## config.mk

```make
export PLATFORM = sky130hd
export DESIGN_NAME = swr_bright_rx
export DESIGN_NICKNAME = d
export VERILOG_FILES = /design/src/rtl/swr_pkg.sv /design/src/rtl/swr_line_edge.sv /design/src/rtl/swr_phase_cnt.sv /design/src/rtl/swr_bit_class.sv /design/src/rtl/swr_frame_fsm.sv /design/src/rtl/swr_bright_rx.sv
export SDC_FILE = /design/constraint.sdc
export NUM_CORES = 1
export LEC_CHECK = 0
export BUFFER_PORTS_ARGS = -buffer_cell sky130_fd_sc_hd__buf_2
export CORE_MARGIN = 2
export CORE_UTILIZATION = 55
export CTS_CLUSTER_DIAMETER = 50
export DETAILED_ROUTE_END_ITERATION = 7
export PLACE_DENSITY_LB_ADDON = 0.08
export REMOVE_ABC_BUFFERS = 1
export SLEW_MARGIN = 10
export SYNTH_ARGS = -nofsm -noshare
export SYNTH_HDL_FRONTEND = slang
export SYNTH_SLANG_ARGS = --single-unit
```

## constraint.sdc

```tcl
create_clock -name clk -period 2.7 [get_ports clk]
set_input_delay 0.54 -clock clk [delete_from_list [all_inputs] [get_ports clk]]
set_output_delay 0.54 -clock clk [all_outputs]
set_load 0.01 [all_outputs]
```

## src/rtl/swr_pkg.sv

```systemverilog
package swr_pkg;
  localparam int unsigned FRAME_LEN   = 24;
  localparam int unsigned DATA_LEN    = 16;
  localparam int unsigned ADDR_W      = FRAME_LEN - DATA_LEN;
  localparam int unsigned LEVEL_W     = 9;
  localparam int unsigned ACK_REQ_POS = 10;

  typedef enum logic [1:0] {
    ST_IDLE,
    ST_RX,
    ST_ACK_WAIT,
    ST_ACK_DRV
  } swr_state_e;
endpackage

```

## src/rtl/swr_line_edge.sv

```systemverilog
module swr_line_edge (
  input  logic clk,
  input  logic rst_n,
  input  logic line_i,
  output logic fall_o
);
  logic line_q;

  always_ff @(posedge clk or negedge rst_n) begin
    if (!rst_n) line_q <= 1'b1;
    else        line_q <= line_i;
  end

  assign fall_o = line_q & ~line_i;
endmodule

```

## src/rtl/swr_phase_cnt.sv

```systemverilog
module swr_phase_cnt #(
  parameter int unsigned CNT_W = 9
) (
  input  logic             clk,
  input  logic             rst_n,
  input  logic             tick_i,
  input  logic             line_i,
  input  logic             clr_i,
  output logic [CNT_W-1:0] lo_o,
  output logic [CNT_W-1:0] hi_o
);
  localparam logic [CNT_W-1:0] CNT_MAX = '1;

  logic [CNT_W-1:0] lo_q, lo_d, hi_q, hi_d;

  always_comb begin
    lo_d = lo_q;
    hi_d = hi_q;
    if (clr_i) begin
      lo_d = '0;
      hi_d = '0;
    end else if (tick_i) begin
      if (line_i) hi_d = (hi_q == CNT_MAX) ? hi_q : hi_q + 1'b1;
      else        lo_d = (lo_q == CNT_MAX) ? lo_q : lo_q + 1'b1;
    end
  end

  always_ff @(posedge clk or negedge rst_n) begin
    if (!rst_n) begin
      lo_q <= '0;
      hi_q <= '0;
    end else begin
      lo_q <= lo_d;
      hi_q <= hi_d;
    end
  end

  assign lo_o = lo_q;
  assign hi_o = hi_q;
endmodule

```

## src/rtl/swr_bit_class.sv

```systemverilog
module swr_bit_class #(
  parameter int unsigned CNT_W = 9
) (
  input  logic [CNT_W-1:0] lo_i,
  input  logic [CNT_W-1:0] hi_i,
  output logic             val_o,
  output logic             ok_o
);
  logic is_zero, is_one;

  always_comb begin
    is_zero = {1'b0, lo_i} >= {hi_i, 1'b0};
    is_one  = {1'b0, hi_i} >= {lo_i, 1'b0};
    val_o   = is_one;
    ok_o    = is_zero ^ is_one;
  end
endmodule

```

## src/rtl/swr_frame_fsm.sv

```systemverilog
module swr_frame_fsm
  import swr_pkg::*;
#(
  parameter int unsigned       CNT_W           = 9,
  parameter int unsigned       TIMEOUT_TICKS   = 400,
  parameter int unsigned       START_TICKS     = 2,
  parameter int unsigned       ACK_DELAY_TICKS = 4,
  parameter int unsigned       ACK_LEN_TICKS   = 512,
  parameter logic [ADDR_W-1:0] DEV_ADDR        = 8'h8F
) (
  input  logic               clk,
  input  logic               rst_n,
  input  logic               tick_i,
  input  logic               line_i,
  input  logic               fall_i,
  input  logic [CNT_W-1:0]   lo_i,
  input  logic [CNT_W-1:0]   hi_i,
  input  logic               bit_val_i,
  input  logic               bit_ok_i,
  output logic               clr_o,
  output logic [LEVEL_W-1:0] level_o,
  output logic               frame_ok_o,
  output logic               ack_pull_o
);
  localparam int unsigned ACK_MAX = (ACK_DELAY_TICKS > ACK_LEN_TICKS) ? ACK_DELAY_TICKS : ACK_LEN_TICKS;
  localparam int unsigned ACK_W   = $clog2(ACK_MAX + 1);
  localparam int unsigned IDX_W   = $clog2(FRAME_LEN);
  localparam logic [IDX_W-1:0] LAST_IDX  = IDX_W'(FRAME_LEN - 1);
  localparam logic [CNT_W-1:0] TO_LIM    = CNT_W'(TIMEOUT_TICKS);
  localparam logic [CNT_W-1:0] START_LIM = CNT_W'(START_TICKS);
  localparam logic [ACK_W-1:0] DLY_END   = ACK_W'(ACK_DELAY_TICKS - 1);
  localparam logic [ACK_W-1:0] LEN_END   = ACK_W'(ACK_LEN_TICKS - 1);

  swr_state_e         st_q, st_d;
  logic [IDX_W-1:0]   idx_q, idx_d;
  logic               bad_q, bad_d;
  logic [LEVEL_W-1:0] lacc_q, lacc_d, lacc_w;
  logic               racc_q, racc_d, racc_w;
  logic [ADDR_W-1:0]  aacc_q, aacc_d, aacc_w;
  logic [LEVEL_W-1:0] lvl_q, lvl_d;
  logic               fok_q, fok_d;
  logic [ACK_W-1:0]   acnt_q, acnt_d;
  logic               bad_now;

  // Only the fields that matter are stored; the current bit is merged in place.
  always_comb begin
    lacc_w = lacc_q;
    racc_w = racc_q;
    aacc_w = aacc_q;
    for (int i = 0; i < LEVEL_W; i++)
      if (idx_q == IDX_W'(i)) lacc_w[i] = bit_val_i;
    if (idx_q == IDX_W'(ACK_REQ_POS)) racc_w = bit_val_i;
    for (int i = 0; i < ADDR_W; i++)
      if (idx_q == IDX_W'(DATA_LEN + i)) aacc_w[i] = bit_val_i;
    bad_now = bad_q | ~bit_ok_i;
  end

  always_comb begin
    st_d   = st_q;
    idx_d  = idx_q;
    bad_d  = bad_q;
    lacc_d = lacc_q;
    racc_d = racc_q;
    aacc_d = aacc_q;
    lvl_d  = lvl_q;
    fok_d  = 1'b0;
    acnt_d = acnt_q;
    clr_o  = 1'b0;
    case (st_q)
      ST_IDLE: begin
        clr_o = ~line_i;
        if (fall_i && (hi_i >= START_LIM)) begin
          st_d  = ST_RX;
          idx_d = '0;
          bad_d = 1'b0;
        end
      end
      ST_RX: begin
        if (fall_i) begin
          clr_o  = 1'b1;
          bad_d  = bad_now;
          lacc_d = lacc_w;
          racc_d = racc_w;
          aacc_d = aacc_w;
          if (idx_q == LAST_IDX) begin
            st_d  = ST_IDLE;
            idx_d = '0;
            if (!bad_now && (aacc_w == DEV_ADDR)) begin
              lvl_d = lacc_w;
              fok_d = 1'b1;
              if (racc_w) begin
                st_d   = ST_ACK_WAIT;
                acnt_d = '0;
              end
            end
          end else begin
            idx_d = idx_q + 1'b1;
          end
        end else if ((lo_i >= TO_LIM) || (hi_i >= TO_LIM)) begin
          st_d  = ST_IDLE;
          idx_d = '0;
          clr_o = 1'b1;
        end
      end
      ST_ACK_WAIT: begin
        clr_o = 1'b1;
        if (tick_i) begin
          if (acnt_q == DLY_END) begin
            st_d   = ST_ACK_DRV;
            acnt_d = '0;
          end else begin
            acnt_d = acnt_q + 1'b1;
          end
        end
      end
      ST_ACK_DRV: begin
        clr_o = 1'b1;
        if (tick_i) begin
          if (acnt_q == LEN_END) begin
            st_d   = ST_IDLE;
            acnt_d = '0;
          end else begin
            acnt_d = acnt_q + 1'b1;
          end
        end
      end
      default: st_d = ST_IDLE;
    endcase
  end

  always_ff @(posedge clk or negedge rst_n) begin
    if (!rst_n) begin
      st_q   <= ST_IDLE;
      idx_q  <= '0;
      bad_q  <= 1'b0;
      lacc_q <= '0;
      racc_q <= 1'b0;
      aacc_q <= '0;
      lvl_q  <= '1;
      fok_q  <= 1'b0;
      acnt_q <= '0;
    end else begin
      st_q   <= st_d;
      idx_q  <= idx_d;
      bad_q  <= bad_d;
      lacc_q <= lacc_d;
      racc_q <= racc_d;
      aacc_q <= aacc_d;
      lvl_q  <= lvl_d;
      fok_q  <= fok_d;
      acnt_q <= acnt_d;
    end
  end

  assign level_o    = lvl_q;
  assign frame_ok_o = fok_q;
  assign ack_pull_o = (st_q == ST_ACK_DRV);
endmodule

```

## src/rtl/swr_bright_rx.sv

```systemverilog
module swr_bright_rx
  import swr_pkg::*;
#(
  parameter int unsigned       TIMEOUT_TICKS   = 400,
  parameter int unsigned       START_TICKS     = 2,
  parameter int unsigned       ACK_DELAY_TICKS = 4,
  parameter int unsigned       ACK_LEN_TICKS   = 512,
  parameter logic [ADDR_W-1:0] DEV_ADDR        = 8'h8F
) (
  input  logic               clk,
  input  logic               rst_n,
  input  logic               tick_i,
  input  logic               line_i,
  output logic [LEVEL_W-1:0] level_o,
  output logic               frame_ok_o,
  output logic               ack_pull_o
);
  localparam int unsigned CNT_W = $clog2(TIMEOUT_TICKS + 1);

  logic [1:0]       rst_sync_q;
  logic             rst_n_s;
  logic             fall_w;
  logic             clr_w;
  logic [CNT_W-1:0] lo_w, hi_w;
  logic             bit_val_w, bit_ok_w;

  always_ff @(posedge clk or negedge rst_n) begin
    if (!rst_n) rst_sync_q <= 2'b00;
    else        rst_sync_q <= {rst_sync_q[0], 1'b1};
  end
  assign rst_n_s = rst_sync_q[1];

  swr_line_edge u_edge (
    .clk    (clk),
    .rst_n  (rst_n_s),
    .line_i (line_i),
    .fall_o (fall_w)
  );

  swr_phase_cnt #(.CNT_W(CNT_W)) u_cnt (
    .clk    (clk),
    .rst_n  (rst_n_s),
    .tick_i (tick_i),
    .line_i (line_i),
    .clr_i  (clr_w),
    .lo_o   (lo_w),
    .hi_o   (hi_w)
  );

  swr_bit_class #(.CNT_W(CNT_W)) u_class (
    .lo_i  (lo_w),
    .hi_i  (hi_w),
    .val_o (bit_val_w),
    .ok_o  (bit_ok_w)
  );

  swr_frame_fsm #(
    .CNT_W           (CNT_W),
    .TIMEOUT_TICKS   (TIMEOUT_TICKS),
    .START_TICKS     (START_TICKS),
    .ACK_DELAY_TICKS (ACK_DELAY_TICKS),
    .ACK_LEN_TICKS   (ACK_LEN_TICKS),
    .DEV_ADDR        (DEV_ADDR)
  ) u_fsm (
    .clk        (clk),
    .rst_n      (rst_n_s),
    .tick_i     (tick_i),
    .line_i     (line_i),
    .fall_i     (fall_w),
    .lo_i       (lo_w),
    .hi_i       (hi_w),
    .bit_val_i  (bit_val_w),
    .bit_ok_i   (bit_ok_w),
    .clr_o      (clr_w),
    .level_o    (level_o),
    .frame_ok_o (frame_ok_o),
    .ack_pull_o (ack_pull_o)
  );
endmodule

```

## After elaboration in Yosys (flattened, before gate mapping)

Index checks and enable logic that the tools add are counted.

| storage, ports and cells | value |
|---|---|
| logic and storage cells | 146 |
| output and inout bits | 11 |
| register bits | 67 |
| input port bits | 4 |

| operators by class | value |
|---|---|
| multiplexer cells | 61 |
| bitwise operators | 5 |
| magnitude comparators | 5 |
| eq/ne operators | 39 |
| reduce and logical (&&, ||, !) cells | 19 |
| add/subtract/negate cells | 4 |

Operators by type and width:

| kind | count |
|---|---|
| $mux 10 | 8 |
| $mux 9 | 8 |
| $eq 5x5->1 const B | 8 |
| $pmux 10 s3 | 1 |
| $mux 1 | 26 |
| $eq 5x3->1 const B | 4 |
| $ge 9x10->1 | 2 |
| $mux 2 | 10 |
| $mux 5 | 4 |
| $add 9x1->9 const B | 2 |
| $eq 9x9->1 const B | 2 |
| $ge 9x9->1 const B | 2 |
| $ne 2x1->1 const B | 8 |
| $reduce_and 7->1 | 2 |
| $reduce_and 3->1 | 4 |
| $add 10x1->10 const B | 1 |
| $eq 10x2->1 const B | 1 |
| $eq 10x9->1 const B | 1 |
| $eq 5x2->1 const B | 2 |
| $eq 5x4->1 const B | 2 |
| $pmux 5 s2 | 1 |
| $ge 9x2->1 const B | 1 |
| $eq 8x8->1 const B | 1 |
| $ne 2x2->1 const B | 4 |
| other kinds (23) | 28 |

## Logic depth before layout (Yosys ltp)

Gate-level depths: netlist of run 1.

| logic depth | value |
|---|---|
| depth in word-level cells | 10 |
| depth in mapped cells | 11 |
| gate-level depth less buffers | 10 |

## Modules after synthesis

A second synthesis of run 1 with hierarchy kept.

| unflattened totals | value |
|---|---|
| cell total of the unflattened synthesis | 434 |
| area, all modules | 4271.6 sq um |

Modules (own cells, without submodules):

| module | area an instance (sq um) | cells each | times used | seq. area each (sq um) |
|---|---|---|---|---|
| swr_frame_fsm | 2800.2 | 277 | 1 | 1162.4 |
| swr_phase_cnt | 950.9 | 94 | 1 | 450.4 |
| swr_bit_class | 426.7 | 58 | 1 | 0.0 |
| swr_bright_rx | 53.8 | 3 | 1 | 50.0 |
| swr_line_edge | 40.0 | 2 | 1 | 26.3 |

## Worst setup path before layout of run 1

No wires, ideal clock.

| timing | value |
|---|---|
| kind | flip-flop to flip-flop |
| start | reg u_cnt.lo_q[6] (netlist: u_cnt.lo_o[6]) |
| end | reg u_fsm.acnt_q[3] |
| data required time | 2551 ps |
| period minus slack after synthesis | 3063 ps |
| arrival time | 2915 ps |
| path buffers | 1 |
| setup time | 149 ps |
| stages on the path, launching flop included | 11 |
| setup slack | -363 ps |
| path through | dfrtp_1 -> inv_1 -> ha_1 -> a211oi_2 -> nor3_1 -> or4b_4 -> nand2_1 -> clkbuf_1 -> mux2_2 -> o31ai_2 -> a31oi_1 |

| on the way | value |
|---|---|
| cells in the longest elaborated chain, start to end | 8 |
| elaborated cells between the ends (all ways) | 20 |
| those cells by class | order compare: 2; eq/ne: 3; mux: 9; bitwise: 3; reduce/logical: 3 |

RTL lines:

| item | RTL line | text |
|---|---|---|
| from (decl) | swr_phase_cnt.sv:14 | `logic [CNT_W-1:0] lo_q, lo_d, hi_q, hi_d;` |
| from (signal assigned) | swr_phase_cnt.sv:33 | `lo_q <= lo_d;` |
| branches (longest 7 deep; another with $ge 9x10->1) | n/a |  |
| $reduce_and 7->1 (no source line) * | n/a |  |
| to (signal assigned) | swr_frame_fsm.sv:151 | `acnt_q <= acnt_d;` |
| to (decl) | swr_frame_fsm.sv:42 | `logic [ACK_W-1:0] acnt_q, acnt_d;` |

Every way passes the cells marked *.
A chain may end at the register's enable or synchronous reset.

## Worst setup path after layout of run 1

| timing | value |
|---|---|
| start | reg u_cnt.lo_q[6] (netlist: u_cnt.lo_o[6]) |
| end | reg u_fsm.lvl_q[6] (netlist: u_fsm.level_o[6]) |

| on the way | value |
|---|---|
| cells in the longest elaborated chain, start to end | 7 |
| elaborated cells between the ends (all ways) | 18 |
| those cells by class | order compare: 2; eq/ne: 1; mux: 9; bitwise: 3; reduce/logical: 3 |

RTL lines:

| item | RTL line | text |
|---|---|---|
| branches (longest 7 deep; another with $ge 9x10->1) | n/a |  |
| to (signal assigned) | swr_frame_fsm.sv:149 | `lvl_q <= lvl_d;` |
| to (decl) | swr_frame_fsm.sv:40 | `logic [LEVEL_W-1:0] lvl_q, lvl_d;` |

Several ways; the timed one is not identified.

==> results.md, run 1 <==
- Register area share after synthesis: a little over two fifths
- Vias/cell: 5.84
- Place WS: -0.220 ns
- HPWL after DPL: 6500 um
- Via count: 3431
- Crit path arrival time: 3.09 ns
- Crit-path slowest cell: or4b_4
- Layout cells sized above 1: 23.8%
- Violated checks: negative setup slack
- Met3 usage: 5.22%
- Total gr overflow: 0
- Initial antenna violation count: 0
- Tcrit/Tclk final: 104%
- Die X-Extent: around 90 um
- Yosys reg bits: 67
- Met2 Use GR: 44.6%
- WP data required: about 3 ns
- Reg clk slew, reported paths: 0.09 ns
- Clock latency on the worst-skew pair: 0.35 ns
- Ranking of synthesized cells by area: dfrtp_1 (36%), ha_1 (7.9%), dfstp_2 (6.7%), a21oi_1 (4.8%), a31oi_1 (4.0%)
- Syn_area_per_cell: approximately 9.1 um2
- Post-route ant nets: 0
- Top cells by count, synth: dfrtp_1 (57), a21oi_1 (38), nor2_1 (37)
- Fin. Hold Viols: 0
- Antenna Cells: 0
- Detailed Route Iter0 Violations: 225
- DRC: 0
- Fillers: 558
- Final Util: around 70%
- # setup viols final: 9
- Most Crowded Layer GR: met2
- Design area: 4730 um2
- Cell taking the most area after synthesis: dfrtp_1
- Crit Path Category: reg -> reg
- Total core area: 6870 um2
- WL/cell: 16.0 um
- P per Cell Area: 594 nW/um2
- Max stage delay on crit path: 0.51 ns
- Nets: 516
- Multi-input gate area: 2190 um2
- DR pass1 iterations: 5
- GRT Total Usage: 26.2%
- Number of port buffers: 14
- CP top delay family: simple AND/OR/NAND/NOR gates
- Slew @ Worst Pin: 0.831 ns
- Most frequent cell after synthesis: dfrtp_1
- Synth unique cells: 53
- Die height: 88.7 um
- Worst-path cell chain: inv_2 -> ha_4 -> a211oi_2 -> nor3_2 -> or4b_4 -> a221oi_2 -> mux2i_2 -> nor4_4 -> buf_4 -> mux2_4
- CTS H-tree depth: 3
- Peak VDD IR: 483 uV
- Row cnt: 30
- Clock tree sinks: 67
- CP endpoint kind: register
- RSZ-0062 raised after global routing: yes
- Global routing usage on met1: 32.8%
- Worst-path fanout max: 4
- Hold Crit Class: in -> reg
- Crit path time final: 2.80 ns
- Synthesis Warnings: 0
- Synthesized instance count: roughly 440
- Vias in the first global route: 3327
- Mapped cell area: 3950 um2
- Fmax achieved: 357 MHz
- Root Driver: clkbuf_8
- TritonCTS Buffers: 9
- Global-route wire length before repair: 15700 um
- Final Skew: 0.0101 ns
- Worst Path Buf+Inv: 2
- Synthesis-to-layout area growth: 19.8%
- Clock tree from TritonCTS: built
- Routability cong.: 0.814
- Post-synth EDFFs: 0
- Max cap viols: 0
- Setup ws final: -0.103 ns
- CP Launch Type: register
- Routed wire length: 9430 um
- Leakage power: 2.08 nW
- Max-slew headroom: about 45%
- Status: finished with violations
- Main flop type after synthesis: dfrtp_1
- Ports: 15
- Area after DPL: 4390 um2
- Top cell type's share of synthesized area: 36.1%
- Max Root-Sink Buffers: 2
- Register Area: ~1700 um2
- Pin count of the biggest net entering global routing: 66
- Die area: roughly 7900 um2
- Pins over their slew limit: 0
- Ys async rst share: 100%
- Starting Density: between 50 and 60%
where the power goes:
group          leakage (nW)  internal, mW  switching [mW]  total, mW
registers             0.866          1.08          0.0778       1.16
clock network         0.101         0.441           0.448      0.889
logic                  1.11         0.305           0.458      0.763
total                  2.08          1.83           0.984       2.81
cells in the final DEF (no fill, tap or decap), drive strengths merged, types with 2 or more instances in the layout:
| cell | Yosys | final |
|---|---|---|
| buf | 2 | 59 |
| dfrtp | 57 | 57 |
| a21oi | 38 | 38 |
| nor2 | 37 | 37 |
| nand2 | 35 | 35 |
| inv | 26 | 30 |
| o21ai | 29 | 29 |
| a31oi | 25 | 25 |
| ha | 25 | 25 |
| nand3 | 16 | 16 |
| xnor2 | 13 | 13 |
| nor3 | 13 | 13 |
| nand2b | 11 | 11 |
| mux2 | 11 | 11 |
| nand4 | 10 | 10 |
| dfstp | 10 | 10 |
| clkbuf | 17 | 9 |
| and3 | 6 | 6 |
| nor2b | 5 | 5 |
| nor4 | 5 | 5 |
| mux2i | 5 | 5 |
| or3 | 4 | 4 |
| o2bb2ai | 3 | 3 |
| nor3b | 3 | 3 |
| o31ai | 3 | 3 |
| o211ai | 2 | 2 |
| or2 | 2 | 2 |
| a211oi | 2 | 2 |
stage by stage:
step	setup TNS, ns	cells	power [mW]	hold slack, ns
after floorplan	-11.89	416	1.65	0.244
after global placement	-1.98	569	1.91	0.326
after detailed placement	-2.86	569	1.93	0.326
after CTS	-0.710	588	2.83	0.309
after global routing	-2.62	588	2.99	0.318
final	-0.847	588	2.81	0.327
final timing paths:
path	startpoint	end	slack (ns)	cells past startpoint
setup / recovery	u_cnt.lo_o[6]	u_fsm.level_o[6]	-0.10	10
hold reg to reg	rst_sync_q[0]	rst_sync_q[1]	0.36	0
max in group asynchronous	rst_sync_q[1]	u_fsm.idx_q[0]	1.70	1
hold / removal	line_i	u_edge.line_q	0.33	1
setup reg to reg	u_cnt.lo_o[6]	u_fsm.level_o[6]	-0.10	10
min in group asynchronous	rst_sync_q[1]	u_fsm.lacc_q[8]	0.45	1
cells by family (layout without fill, tap and decap cells):
logic type | count (synthesis) | count (layout) | share of synthesized area [%]
simple gates | 153 | 153 | 19.7
buf+inv | 45 | 102 | 4.31
xor+xnor | 14 | 14 | 3.10
other cells | 1 | 1 | 0.0949
flops | 67 | 67 | 42.8
mux | 16 | 16 | 4.50
fa+ha+maj | 25 | 25 | 7.92
compound gates | 114 | 114 | 17.6
routing by layer:
metal,wire length (um),vias up
met2,4780,99
met4,193,0
li1,-,1675
met1,4050,1641
met3,406,16
met5,0,-
flip-flops by register name, indices dropped and copies added, names as in the netlist, named ones only:
name and cells:
u_fsm.idx_q 5, u_fsm.frame_ok_o 1, u_cnt.hi_o 9, u_fsm.acnt_q 10, u_fsm.racc_q 1, u_fsm.aacc_q 8
u_edge.line_q 1, u_fsm.lacc_q 9, rst_sync_q 2, u_fsm.st_q 1, u_cnt.lo_o 9, u_fsm.level_o 9
u_fsm.bad_q 1
cell type report:
cell class              count  area share [%]
clock buffers               9            2.62
clock inverters             7            1.72
inverters                  26            2.06
multi-input cells         323            46.3
flip-flops and latches     67            35.7
well taps                  96            2.54
repair buffers             60            8.99
timing repair:
item / 4_1_cts / 5_1_grt
endpoints found under the setup margin: 20 / 20
hold buffers: 1 / 0
pin swaps: 6 / 0
buffers inserted: 1 / 0
cloned: 1 / 0
gates resized for setup: 19 / 6
hold endpoints to repair: 2 / 0
(Power assumes the default switching activity.)
==> inputs of run 2 (changes only) <==
ABC_AREA = 1   (was default)
ABC_CLOCK_PERIOD_IN_PS = 2700   (was default)
==> results.md, run 2 <==
- Routed wire length: 9370 um (was 9430 um)
- CTS H-tree depth: 3 (unchanged)
- Layout cells sized above 1: 15.4% (was 23.8%)
- Leakage power: 2.30 nW (was 2.08 nW)
- Die X-Extent: 90.4 um (was 88.7 um)
- Cell taking the most area after synthesis: dfrtp_1 (unchanged)
- RSZ-0062 raised after global routing: no (was yes)
- Multi-input gate area: 2100 um2 (was 2190 um2)
- Slew @ Worst Pin: 0.625 ns (was 0.831 ns)
- Crit path arrival time: 2.72 ns (was 3.09 ns)
- Global routing usage on met1: 30.5% (was 32.8%)
- Initial antenna violation count: 0 (unchanged)
- Most common cell after layout, fill and taps aside: nand2_1 (was dfrtp_1)
- Final Util: 64.8% (was 68.9%)
- Syn_area_per_cell: 7.62 um2 (was 9.08 um2)
- Fin. Hold Viols: 0 (unchanged)
- Design area: 4700 um2 (was 4730 um2)
- Yosys reg bits: 67 (unchanged)
- Reg clk slew, reported paths: 0.08 ns (was 0.09 ns)
- Clock tree from TritonCTS: built (unchanged)
- Row cnt: 31 (was 30)
- WL/cell: 13.7 um (was 16.0 um)
- Tcrit/Tclk final: 92.5% (was 104%)
- Nets: 607 (was 516)
- TritonCTS Buffers: 9 (unchanged)
- WP data required: 2.93 ns (was 2.99 ns)
- Ports: 15 (unchanged)
- Register Area: 1690 um2 (about the same)
- Global-route wire length before repair: 15500 um (was 15700 um)
- Biggest register: u_fsm.acnt_q (unchanged)
- Mapped cell area: 4110 um2 (was 3950 um2)
- CP Launch Type: register (unchanged)
- Crit Path Category: reg -> reg (unchanged)
- Pin count of the biggest net entering global routing: 39 (was 66)
- Clock latency on the worst-skew pair: 0.34 ns (was 0.35 ns)
- Vias in the first global route: 3400 (was 3327)
- Top cells by count, synth: nand2_1 (125), inv_1 (63), dfrtp_1 (57) (was dfrtp_1 (57), a21oi_1 (38), nor2_1 (37))
- Register area share after synthesis: 41.1% (was 42.8%)
- Die area: 8180 um2 (was 7880 um2)
- Dpl cells: 652 (was 569)
- Peak VDD IR: 350 uV (was 483 uV)
- Post-route ant nets: 0 (unchanged)
- Synthesis-to-layout area growth: 14.4% (was 19.8%)
- Final Skew: 0.00853 ns (was 0.0101 ns)
- Max cap viols: 0 (unchanged)
- Ranking of synthesized cells by area: dfrtp_1 (35%), nand2_1 (11%), ha_1 (7.6%), dfstp_2 (6.4%), inv_1 (5.8%) (was dfrtp_1 (36%), ha_1 (7.9%), dfstp_2 (6.7%), a21oi_1 (4.8%), a31oi_1 (4.0%))
- Most Crowded Layer GR: met2 (unchanged)
- Top cell type's share of synthesized area: 34.7% (was 36.1%)
- Status: completed (was finished with violations)
- Met2 Use GR: 39.9% (was 44.6%)
- Vias/cell: 5.36 (was 5.84)
- Crit path time final: 2.50 ns (was 2.80 ns)
- Ys async rst share: 100% (unchanged)
- Starting Density: 56.6% (was 57.5%)
- Number of flip-flops in the largest register: 10 (unchanged)
- Hold Crit Class: reg -> async (was in -> reg)
- CP endpoint kind: register (unchanged)
- Max Root-Sink Buffers: 2 (unchanged)
- Max-slew headroom: 58.3% (was 44.6%)
- Final std cells w/o fill: 682 (was 588)
- Setup ws final: 0.204 ns (was -0.103 ns)
- Die height: 90.4 um (was 88.7 um)
- Main flop type after synthesis: dfrtp_1 (unchanged)
- Number of port buffers: 14 (unchanged)
- Synth unique cells: 37 (was 53)
- GRT Total Usage: 23.3% (was 26.2%)
- HPWL after DPL: 6650 um (was 6500 um)
- Total core area: 7250 um2 (was 6870 um2)
- Total gr overflow: 0 (unchanged)
- Total negative slack: 0 ns (was -0.847 ns)
- Place WS: 0.0765 ns (was -0.220 ns)
- Area after DPL: 4330 um2 (was 4390 um2)
- Total power: 3.24 mW (was 2.81 mW)
- Post-synth EDFFs: 0 (unchanged)
- DR pass1 iterations: 5 (unchanged)
- Most frequent cell after synthesis: nand2_1 (was dfrtp_1)
- Fin Hold WS: 0.291 ns (was 0.327 ns)
- # setup viols final: 0 (was 9)
- Via count: 3655 (was 3431)
- Worst-path fanout max: 6 (was 4)
- Detailed Route Iter0 Violations: 169 (was 225)
- Synthesis Warnings: 0 (unchanged)
- Pins over their slew limit: 0 (unchanged)
- Clock tree sinks: 67 (unchanged)
- Fmax achieved: 401 MHz (was 357 MHz)
- DRC: 0 (unchanged)
- Routability cong.: 0.897 (was 0.814)
- Antenna Cells: 0 (unchanged)
- Most frequent cells in the layout: nand2_1 (124), inv_1 (63), dfrtp_1 (55) (was dfrtp_1 (56), buf_4 (43), nor2_1 (37), a21oi_1 (37), nand2_1 (35))
- Root Driver: clkbuf_8 (unchanged)
- Synthesized instance count: 539 (was 435)
- Fillers: 646 (was 558)
- Met3 usage: 2.75% (was 5.22%)
- P per Cell Area: 689 nW/um2 (was 594 nW/um2)
run 2: worst paths after layout:
path,cells after the start,slack [ns],start,endpoint
max,15,0.20,u_cnt.lo_o[2],u_fsm.acnt_q[7]
min,0,0.29,rst_sync_q[1],u_cnt.hi_o[5]
max reg2reg,15,0.20,u_cnt.lo_o[2],u_fsm.acnt_q[7]
min reg2reg,0,0.29,rst_sync_q[1],u_cnt.hi_o[5]
max in group asynchronous,1,1.60,rst_sync_q[1],u_fsm.level_o[0]
min in group clk,1,0.33,line_i,u_edge.line_q
run 2: cell families after synthesis:
kind of cell | after synthesis | synth area share, %
xor+xnor | 5 | 1.07
simple gates | 285 | 32.2
fa+ha+maj | 25 | 7.61
other cells | 1 | 0.0913
buf+inv | 83 | 8.19
compound gates | 73 | 9.75
flops | 67 | 41.1
run 2: routing by layer:
layer | part of all wire [%] | vias to the layer above | wire, um
li1 | - | 1854 | -
met1 | 46 | 1684 | 4270
met5 | 0 | - | 0
met4 | 2.3 | 0 | 212
met2 | 48 | 97 | 4460
met3 | 4.5 | 20 | 423
run 2: report_power, final:
| group | switching (mW) | internal (mW) | leakage, nW |
|---|---|---|---|
| Combinational | 0.625 | 0.327 | 1.31 |
| Clock | 0.404 | 0.640 | 0.123 |
| Sequential | 0.0964 | 1.15 | 0.860 |
run 2: cell type report:
cell class,instances,area share [%]
clock buffer,10,2.93
clock inverter,6,2.37
inverter,69,5.51
multi-input combinational,390,44.7
sequential,67,36.0
tap,99,2.64
timing repair buffer,41,5.88
run 2: repair_timing:
item	4_1_cts	5_1_grt
endpoints found under the hold margin	2	0
setup buffers	0	12
endpoints found under the setup margin	0	20
hold buffers	1	0
gates resized for setup	0	5
run 2: worst max-delay path, cell delays in order, from the launching register on:
cell     delay [ns]
dfrtp_1        0.40
inv_1          0.10
ha_1           0.31
nand2_1        0.11
nor2_1         0.06
nand3_2        0.14
nand3_4        0.13
nand2_1        0.10
nand2_1        0.05
nor2_1         0.15
nand2_1        0.11
nor2_2         0.13
nand4_1        0.24
buf_4          0.23
nand3_1        0.06
nand2_1        0.07
